### src/rtl/irq_cond_pkg.sv
package irq_cond_pkg;
   localparam int CFG_NOHOLD_BIT = 25;
   localparam int CFG_RISE_BIT   = 24;
   localparam int CFG_SPLIT_BIT  = 23;

   typedef struct packed {
      logic nmi_nohold;
      logic nmi_rise;
      logic req_split;
   } irq_cfg_t;

   localparam irq_cfg_t CFG_RESET = '{nmi_nohold: 1'b0, nmi_rise: 1'b0, req_split: 1'b0};
endpackage

### src/rtl/irq_sync_chain.sv
module irq_sync_chain #(
   parameter int WIDTH = 1,
   parameter int STAGES = 2,
   parameter logic [WIDTH-1:0] RST_VAL = '0
) (
   input  logic             clk,
   input  logic             rst_n,
   input  logic [WIDTH-1:0] din,
   output logic [WIDTH-1:0] dout
);
   initial begin
      if (STAGES < 2) $fatal(1, "irq_sync_chain: STAGES must be at least 2");
      if (WIDTH < 1) $fatal(1, "irq_sync_chain: WIDTH must be at least 1");
   end

   logic [WIDTH-1:0] stg [STAGES];

   genvar g;
   generate
      for (g = 0; g < STAGES; g++) begin : g_stage
         if (g == 0) begin : g_first
            always_ff @(posedge clk or negedge rst_n) begin
               if (!rst_n) stg[g] <= RST_VAL;
               else        stg[g] <= din;
            end
         end else begin : g_next
            always_ff @(posedge clk or negedge rst_n) begin
               if (!rst_n) stg[g] <= RST_VAL;
               else        stg[g] <= stg[g-1];
            end
         end
      end
   endgenerate

   assign dout = stg[STAGES-1];
endmodule

### src/rtl/nmi_edge_gate.sv
module nmi_edge_gate #(
   parameter int BLANK_CYCLES = 6,
   parameter logic IDLE = 1'b1
) (
   input  logic clk,
   input  logic rst_n,
   input  logic nmi_s,
   input  logic rise_sel,
   input  logic pol_write,
   input  logic nohold,
   input  logic cpu_block,
   input  logic ack,
   output logic nmi_req,
   output logic pending,
   output logic blank_busy
);
   localparam int CW = $clog2(BLANK_CYCLES + 1);

   initial begin
      if (BLANK_CYCLES < 1) $fatal(1, "nmi_edge_gate: BLANK_CYCLES must be at least 1");
   end

   logic          hist_q;
   logic [CW-1:0] blank_q;
   logic          edge_raw;
   logic          edge_hit;

   always_comb begin
      if (rise_sel) edge_raw = nmi_s & ~hist_q;
      else          edge_raw = ~nmi_s & hist_q;
      edge_hit = edge_raw & ~blank_busy & ~pol_write;
   end

   assign blank_busy = (blank_q != '0);

   always_ff @(posedge clk or negedge rst_n) begin
      if (!rst_n) begin
         hist_q  <= IDLE;
         blank_q <= '0;
         pending <= 1'b0;
      end else begin
         hist_q <= nmi_s;
         if (pol_write)       blank_q <= CW'(BLANK_CYCLES);
         else if (blank_busy) blank_q <= blank_q - 1'b1;
         pending <= edge_hit | (pending & ~ack);
      end
   end

   assign nmi_req = pending & (nohold | ~cpu_block);
endmodule

### src/rtl/req_level_filter.sv
module req_level_filter #(
   parameter int WIDTH = 4,
   parameter int DEPTH = 4,
   parameter logic [WIDTH-1:0] IDLE = '1
) (
   input  logic             clk,
   input  logic             rst_n,
   input  logic [WIDTH-1:0] din,
   output logic [WIDTH-1:0] level
);
   initial begin
      if (DEPTH < 1) $fatal(1, "req_level_filter: DEPTH must be at least 1");
   end

   generate
      if (DEPTH == 1) begin : g_direct
         always_ff @(posedge clk or negedge rst_n) begin
            if (!rst_n) level <= IDLE;
            else        level <= din;
         end
      end else begin : g_count
         localparam int CW = (DEPTH > 2) ? $clog2(DEPTH) : 1;
         logic [WIDTH-1:0] cand_q;
         logic [CW-1:0]    run_q;

         always_ff @(posedge clk or negedge rst_n) begin
            if (!rst_n) begin
               cand_q <= IDLE;
               run_q  <= CW'(DEPTH - 1);
               level  <= IDLE;
            end else if (din != cand_q) begin
               cand_q <= din;
               run_q  <= '0;
            end else if (run_q != CW'(DEPTH - 1)) begin
               run_q <= run_q + 1'b1;
               if (run_q == CW'(DEPTH - 2)) level <= cand_q;
            end
         end
      end
   endgenerate
endmodule

### src/rtl/irq_input_cond.sv
module irq_input_cond
   import irq_cond_pkg::*;
#(
   parameter int DATA_W = 32,
   parameter int NREQ = 4,
   parameter int SYNC_STAGES = 2,
   parameter int FILT_DEPTH = 4,
   parameter int BLANK_CYCLES = 6
) (
   input  logic              clk,
   input  logic              rst_n,
   input  logic              cfg_we,
   input  logic [DATA_W-1:0] cfg_wdata,
   output logic [DATA_W-1:0] cfg_rdata,
   input  logic              nmi_pin,
   input  logic [NREQ-1:0]   req_pin_n,
   input  logic              cpu_block,
   input  logic              nmi_ack,
   output logic              nmi_req,
   output logic [NREQ-1:0]   enc_level,
   output logic [NREQ-1:0]   ind_req
);
   initial begin
      if (DATA_W <= CFG_NOHOLD_BIT) $fatal(1, "irq_input_cond: DATA_W too small for mode bits");
      if (NREQ < 1) $fatal(1, "irq_input_cond: NREQ must be at least 1");
   end

   irq_cfg_t        cfg_q;
   logic            pol_write;
   logic            nmi_s;
   logic [NREQ-1:0] req_sync;
   logic [NREQ-1:0] filt_level;
   logic            nmi_pend;
   logic            nmi_blank_busy;

   assign pol_write = cfg_we & (cfg_wdata[CFG_RISE_BIT] != cfg_q.nmi_rise);

   always_ff @(posedge clk or negedge rst_n) begin
      if (!rst_n) cfg_q <= CFG_RESET;
      else if (cfg_we) begin
         cfg_q.nmi_nohold <= cfg_wdata[CFG_NOHOLD_BIT];
         cfg_q.nmi_rise   <= cfg_wdata[CFG_RISE_BIT];
         cfg_q.req_split  <= cfg_wdata[CFG_SPLIT_BIT];
      end
   end

   always_comb begin
      cfg_rdata = '0;
      cfg_rdata[CFG_NOHOLD_BIT] = cfg_q.nmi_nohold;
      cfg_rdata[CFG_RISE_BIT]   = cfg_q.nmi_rise;
      cfg_rdata[CFG_SPLIT_BIT]  = cfg_q.req_split;
   end

   irq_sync_chain #(.WIDTH(1), .STAGES(SYNC_STAGES), .RST_VAL(1'b1)) u_nmi_sync (
      .clk(clk), .rst_n(rst_n), .din(nmi_pin), .dout(nmi_s)
   );

   irq_sync_chain #(.WIDTH(NREQ), .STAGES(SYNC_STAGES), .RST_VAL({NREQ{1'b1}})) u_req_sync (
      .clk(clk), .rst_n(rst_n), .din(req_pin_n), .dout(req_sync)
   );

   nmi_edge_gate #(.BLANK_CYCLES(BLANK_CYCLES), .IDLE(1'b1)) u_nmi (
      .clk(clk), .rst_n(rst_n), .nmi_s(nmi_s), .rise_sel(cfg_q.nmi_rise),
      .pol_write(pol_write), .nohold(cfg_q.nmi_nohold), .cpu_block(cpu_block),
      .ack(nmi_ack), .nmi_req(nmi_req), .pending(nmi_pend), .blank_busy(nmi_blank_busy)
   );

   req_level_filter #(.WIDTH(NREQ), .DEPTH(FILT_DEPTH), .IDLE({NREQ{1'b1}})) u_filt (
      .clk(clk), .rst_n(rst_n), .din(req_sync), .level(filt_level)
   );

   assign enc_level = cfg_q.req_split ? '0 : ~filt_level;
   assign ind_req   = cfg_q.req_split ? ~req_sync : '0;
endmodule

### config.mk
export PLATFORM = sky130hd
export DESIGN_NAME = irq_input_cond
export DESIGN_NICKNAME = d
export VERILOG_FILES = /design/src/rtl/irq_cond_pkg.sv /design/src/rtl/irq_sync_chain.sv /design/src/rtl/nmi_edge_gate.sv /design/src/rtl/req_level_filter.sv /design/src/rtl/irq_input_cond.sv
export SDC_FILE = /design/constraint.sdc
export NUM_CORES = 1
export LEC_CHECK = 0
export BUFFER_PORTS_ARGS = -buffer_cell sky130_fd_sc_hd__buf_2
export CAP_MARGIN = 25
export CORE_MARGIN = 5
export CORE_UTILIZATION = 45
export DETAILED_ROUTE_END_ITERATION = 16
export PLACE_DENSITY = 0.83
export RECOVER_POWER = 50
export SYNTH_ARGS = -nofsm -noshare
export SYNTH_HDL_FRONTEND = slang
export SYNTH_HIERARCHICAL = 1
export SYNTH_SLANG_ARGS = --single-unit
### constraint.sdc
create_clock -name clk -period 3.75 [get_ports clk]
set_input_delay 0.75 -clock clk [delete_from_list [all_inputs] [get_ports clk]]
set_output_delay 0.75 -clock clk [all_outputs]
set_load 0.05 [all_outputs]
==> results by group <==
Floorplan
  • Initial Utilization: 0.463
  • Top Ports: 83
  • Die X-Extent: between 60 and 70 um
  • Core Box Area: between 3000 and 4000 um^2
  • Row Count: 20
  • Die Span Y: 65.6 um
  • Die ar.: 4300 um^2

Clocking
  • Post_cts resized: 0
  • Clock Tree Root: clkbuf_4
  • Clock Sinks: 28
  • Clock transition at the registers of the reported paths: about 0.14 ns
  • TritonCTS buffer count: 3
  • CTS tree: yes
  • Clk Latency, worst-skew pair: 0.32 ns
  • Setup Fix Bufs, Post-CTS: 0
  • Clock tree buffer depth: 2
  • # hold bufs at CTS: 0
  • Htree depth: 1

Critical path
  • Critical path class: register to output port
  • Critical path's largest stage delay: 0.54 ns
  • Crit-path max FO: 10
  • Worst EP required: approximately 3.0 ns
  • FF-to-FF path depth: 4
  • Top Family by Delay on Critical Path: flip-flops
  • R2r startpoint: u_req_sync/dout[3]
  • Reg2reg setup slack: 2.00 ns
  • Critical path arrival: 1.30 ns
  • FF-to-FF End: u_filt/level[1]
  • WP buf/inv: 1
  • CP Cell Sequence: nor2b_1, buf_2
  • Worst setup EP type: output port
  • Slowest cell on crit path: dfrtp_1
  • Crit path launch type: register

Routing
  • Routed len/inst: 12.4 um
  • Final antenna-violating net count: 0
  • Vias/cell: 4.32
  • Vias: approximately 730
  • Number of remaining DRC errors: 0
  • Iteration-0 DRC Markers: 5
  • Initial DRT Pass Iterations: 4
  • Total Wirelength: between 2 and 2.5 mm

Power and ir drop
  • Sequential cell fraction of total power: 0.463
  • Clk pwr share: 0.245
  • Internal power: 508 uW
  • Psw: 269 uW
  • Gate power share: 0.292
  • Sw Ratio: 0.347
  • Worst vdd ir: 0.000341 V
  • PD cells: 542 nW/um^2
  • Static Leak: 0.715 nW
  • Design Power: 778 uW

STA
  • Slew headroom: 0.0626
  • Setup TNS: 0 ns
  • Minimum clock period after layout: approximately 2.1 ns
  • Max Fclk: 488 MHz
  • RSZ-0062 raised after global routing: false
  • Period utilization: 0.547
  • Final hold viol count: 0
  • Worst slew pin tran: around 1.4 ns
  • Fin. max-slew vios: 0
  • Setup violators final: 0
  • Hold_ws: 0.373 ns
  • Post-route worst setup slack: 1.70 ns
  • Clock skew: 0.00824 ns

Global routing
  • Total congestion overflow: 0
  • First-pass GRT wire length: 3.35 mm
  • Global routing's busiest layer: met2
  • Met1 usage: 0.113
  • Largest net degree at the start of global routing: 29
  • GR Util met2: 0.188
  • Initial antenna violation count: 0
  • GR Util All Layers: 0.0988
  • Met3 usage: 0.0103
  • Vias in the first global route: 798

Cells and area
  • Layout area overhead: 3.15%
  • Commonest non-fill, non-tap cell in the layout: conb_1
  • Final core utilization: 0.478
  • Antenna Cells: 0
  • Most frequent cells in the layout: conb_1, buf_2, dfstp_2
  • Share of cells above drive strength 1: 0.370
  • # nets final: 182

Yosys
  • Post-synthesis instance total: about 120
  • Asr flop ratio synth: 1.00
  • Top_reg_cell synth: dfstp_2
  • Synth unique cells: 25
  • Post-synth EDFFs: 0
  • Sequential cell area fraction in the yosys report: 0.523
  • Register bit total from synthesis: 28
  • Ys Warns: 6
  • Post-Syn Area: 1390 um^2
  • Mean Syn Cell Area: 11.9 um^2

Worst hold path
  • Worst Hold Launch: u_req_sync/stg[6]
  • Worst Hold Class: register to register
  • Hold Path Stages: 0
  • Hold EP: u_req_sync/dout[2]

Placed design
  • Dpl ws: 1.76 ns
  • I/O Buffers: 24
  • Routability cong.: 0.734
  • Post-DP HPWL: 1.70 mm

Run status
  • Outcome: completed

Flow run
  • Max Cap Violations: 0
-- per-stage QoR --
step           instances  instance area [um^2]
2_1_floorplan        145                  1500
6_report             168                  1430
5_1_grt              168                  1430
4_1_cts              168                  1440
3_5_place_dp         164                  1380
3_3_place_gp         164                  1380
-- power by group through the flow --
stage	sequential [mW]	combinational, mW	clock, mW
floorplan	0.370	0.208	0
global placement	0.364	0.216	0
detailed placement	0.367	0.228	0
CTS	0.362	0.229	0.197
global route	0.365	0.243	0.208
finish	0.360	0.227	0.191
-- state kept, by name, summed over array words and instances, names as in the netlist, 2 cells and up --
name                   count
cfg_rdata                  3
u_filt/g_count.cand_q      4
u_filt/g_count.run_q       2
u_filt/level               4
u_nmi/blank_q              3
u_req_sync/dout            4
u_req_sync/stg             4
-- metal layers --
layer	vias to the layer above	part of all wire
met1	352	0.37
li1	338	-
met5	-	0
met3	0	0.068
met2	35	0.56
met4	0	0
-- kinds of logic (layout without fill, tap and decap cells) --
kind of cell | count (synthesis) | after routing | synth area share
muxes | 8 | 8 | 0.0747
and+or+nand+nor | 19 | 19 | 0.0801
DFF | 28 | 28 | 0.523
adders and majority gates | 4 | 4 | 0.0360
AOI/OAI and AO/OA | 6 | 6 | 0.0261
xor gates and xnor gates | 7 | 7 | 0.0441
buffers and inverters | 44 | 34 | 0.213
other | 1 | 29 | 0.00270
-- worst max-delay path by stage --
| stage | from | endpoint | slack [ns] | cells past startpoint |
|---|---|---|---|---|
| floorplan | cfg_rdata[23] | ind_req[0] | 1.47 | 2 |
| finish | cfg_rdata[23] | ind_req[0] | 1.70 | 2 |
| global placement | cpu_block | nmi_req | 1.79 | 3 |
| global route | cfg_rdata[23] | ind_req[3] | 1.57 | 2 |
| detailed placement | cpu_block | nmi_req | 1.76 | 3 |
| CTS | cfg_rdata[23] | ind_req[3] | 1.68 | 2 |
-- synth_stat cells, types with 2 or more instances --
master / number / area [um^2]
a21oi_1: 4 / 20.0
buf_4: 33 / 248
clkbuf_1: 4 / 15.0
dfrtp_1: 7 / 175
dfstp_2: 21 / 552
ha_1: 4 / 50.1
inv_1: 6 / 22.5
mux2_1: 2 / 22.5
mux2_4: 4 / 60.1
nor2_1: 9 / 33.8
nor2b_1: 4 / 25.0
xnor2_1: 5 / 43.8
xor2_1: 2 / 17.5
-- area by class of cell --
cell class                      instances  area, um^2
Sequential cell                        28         727
Clock inverter                          1        30.0
Clock buffer                            3        22.5
Multi-Input combinational cell         73         472
Tap cell                               33        41.3
Timing Repair Buffer                   24         119
Inverter                                6        22.5
Fill cell                             278        1570
Note: power is estimated with default switching activity, not from simulation.
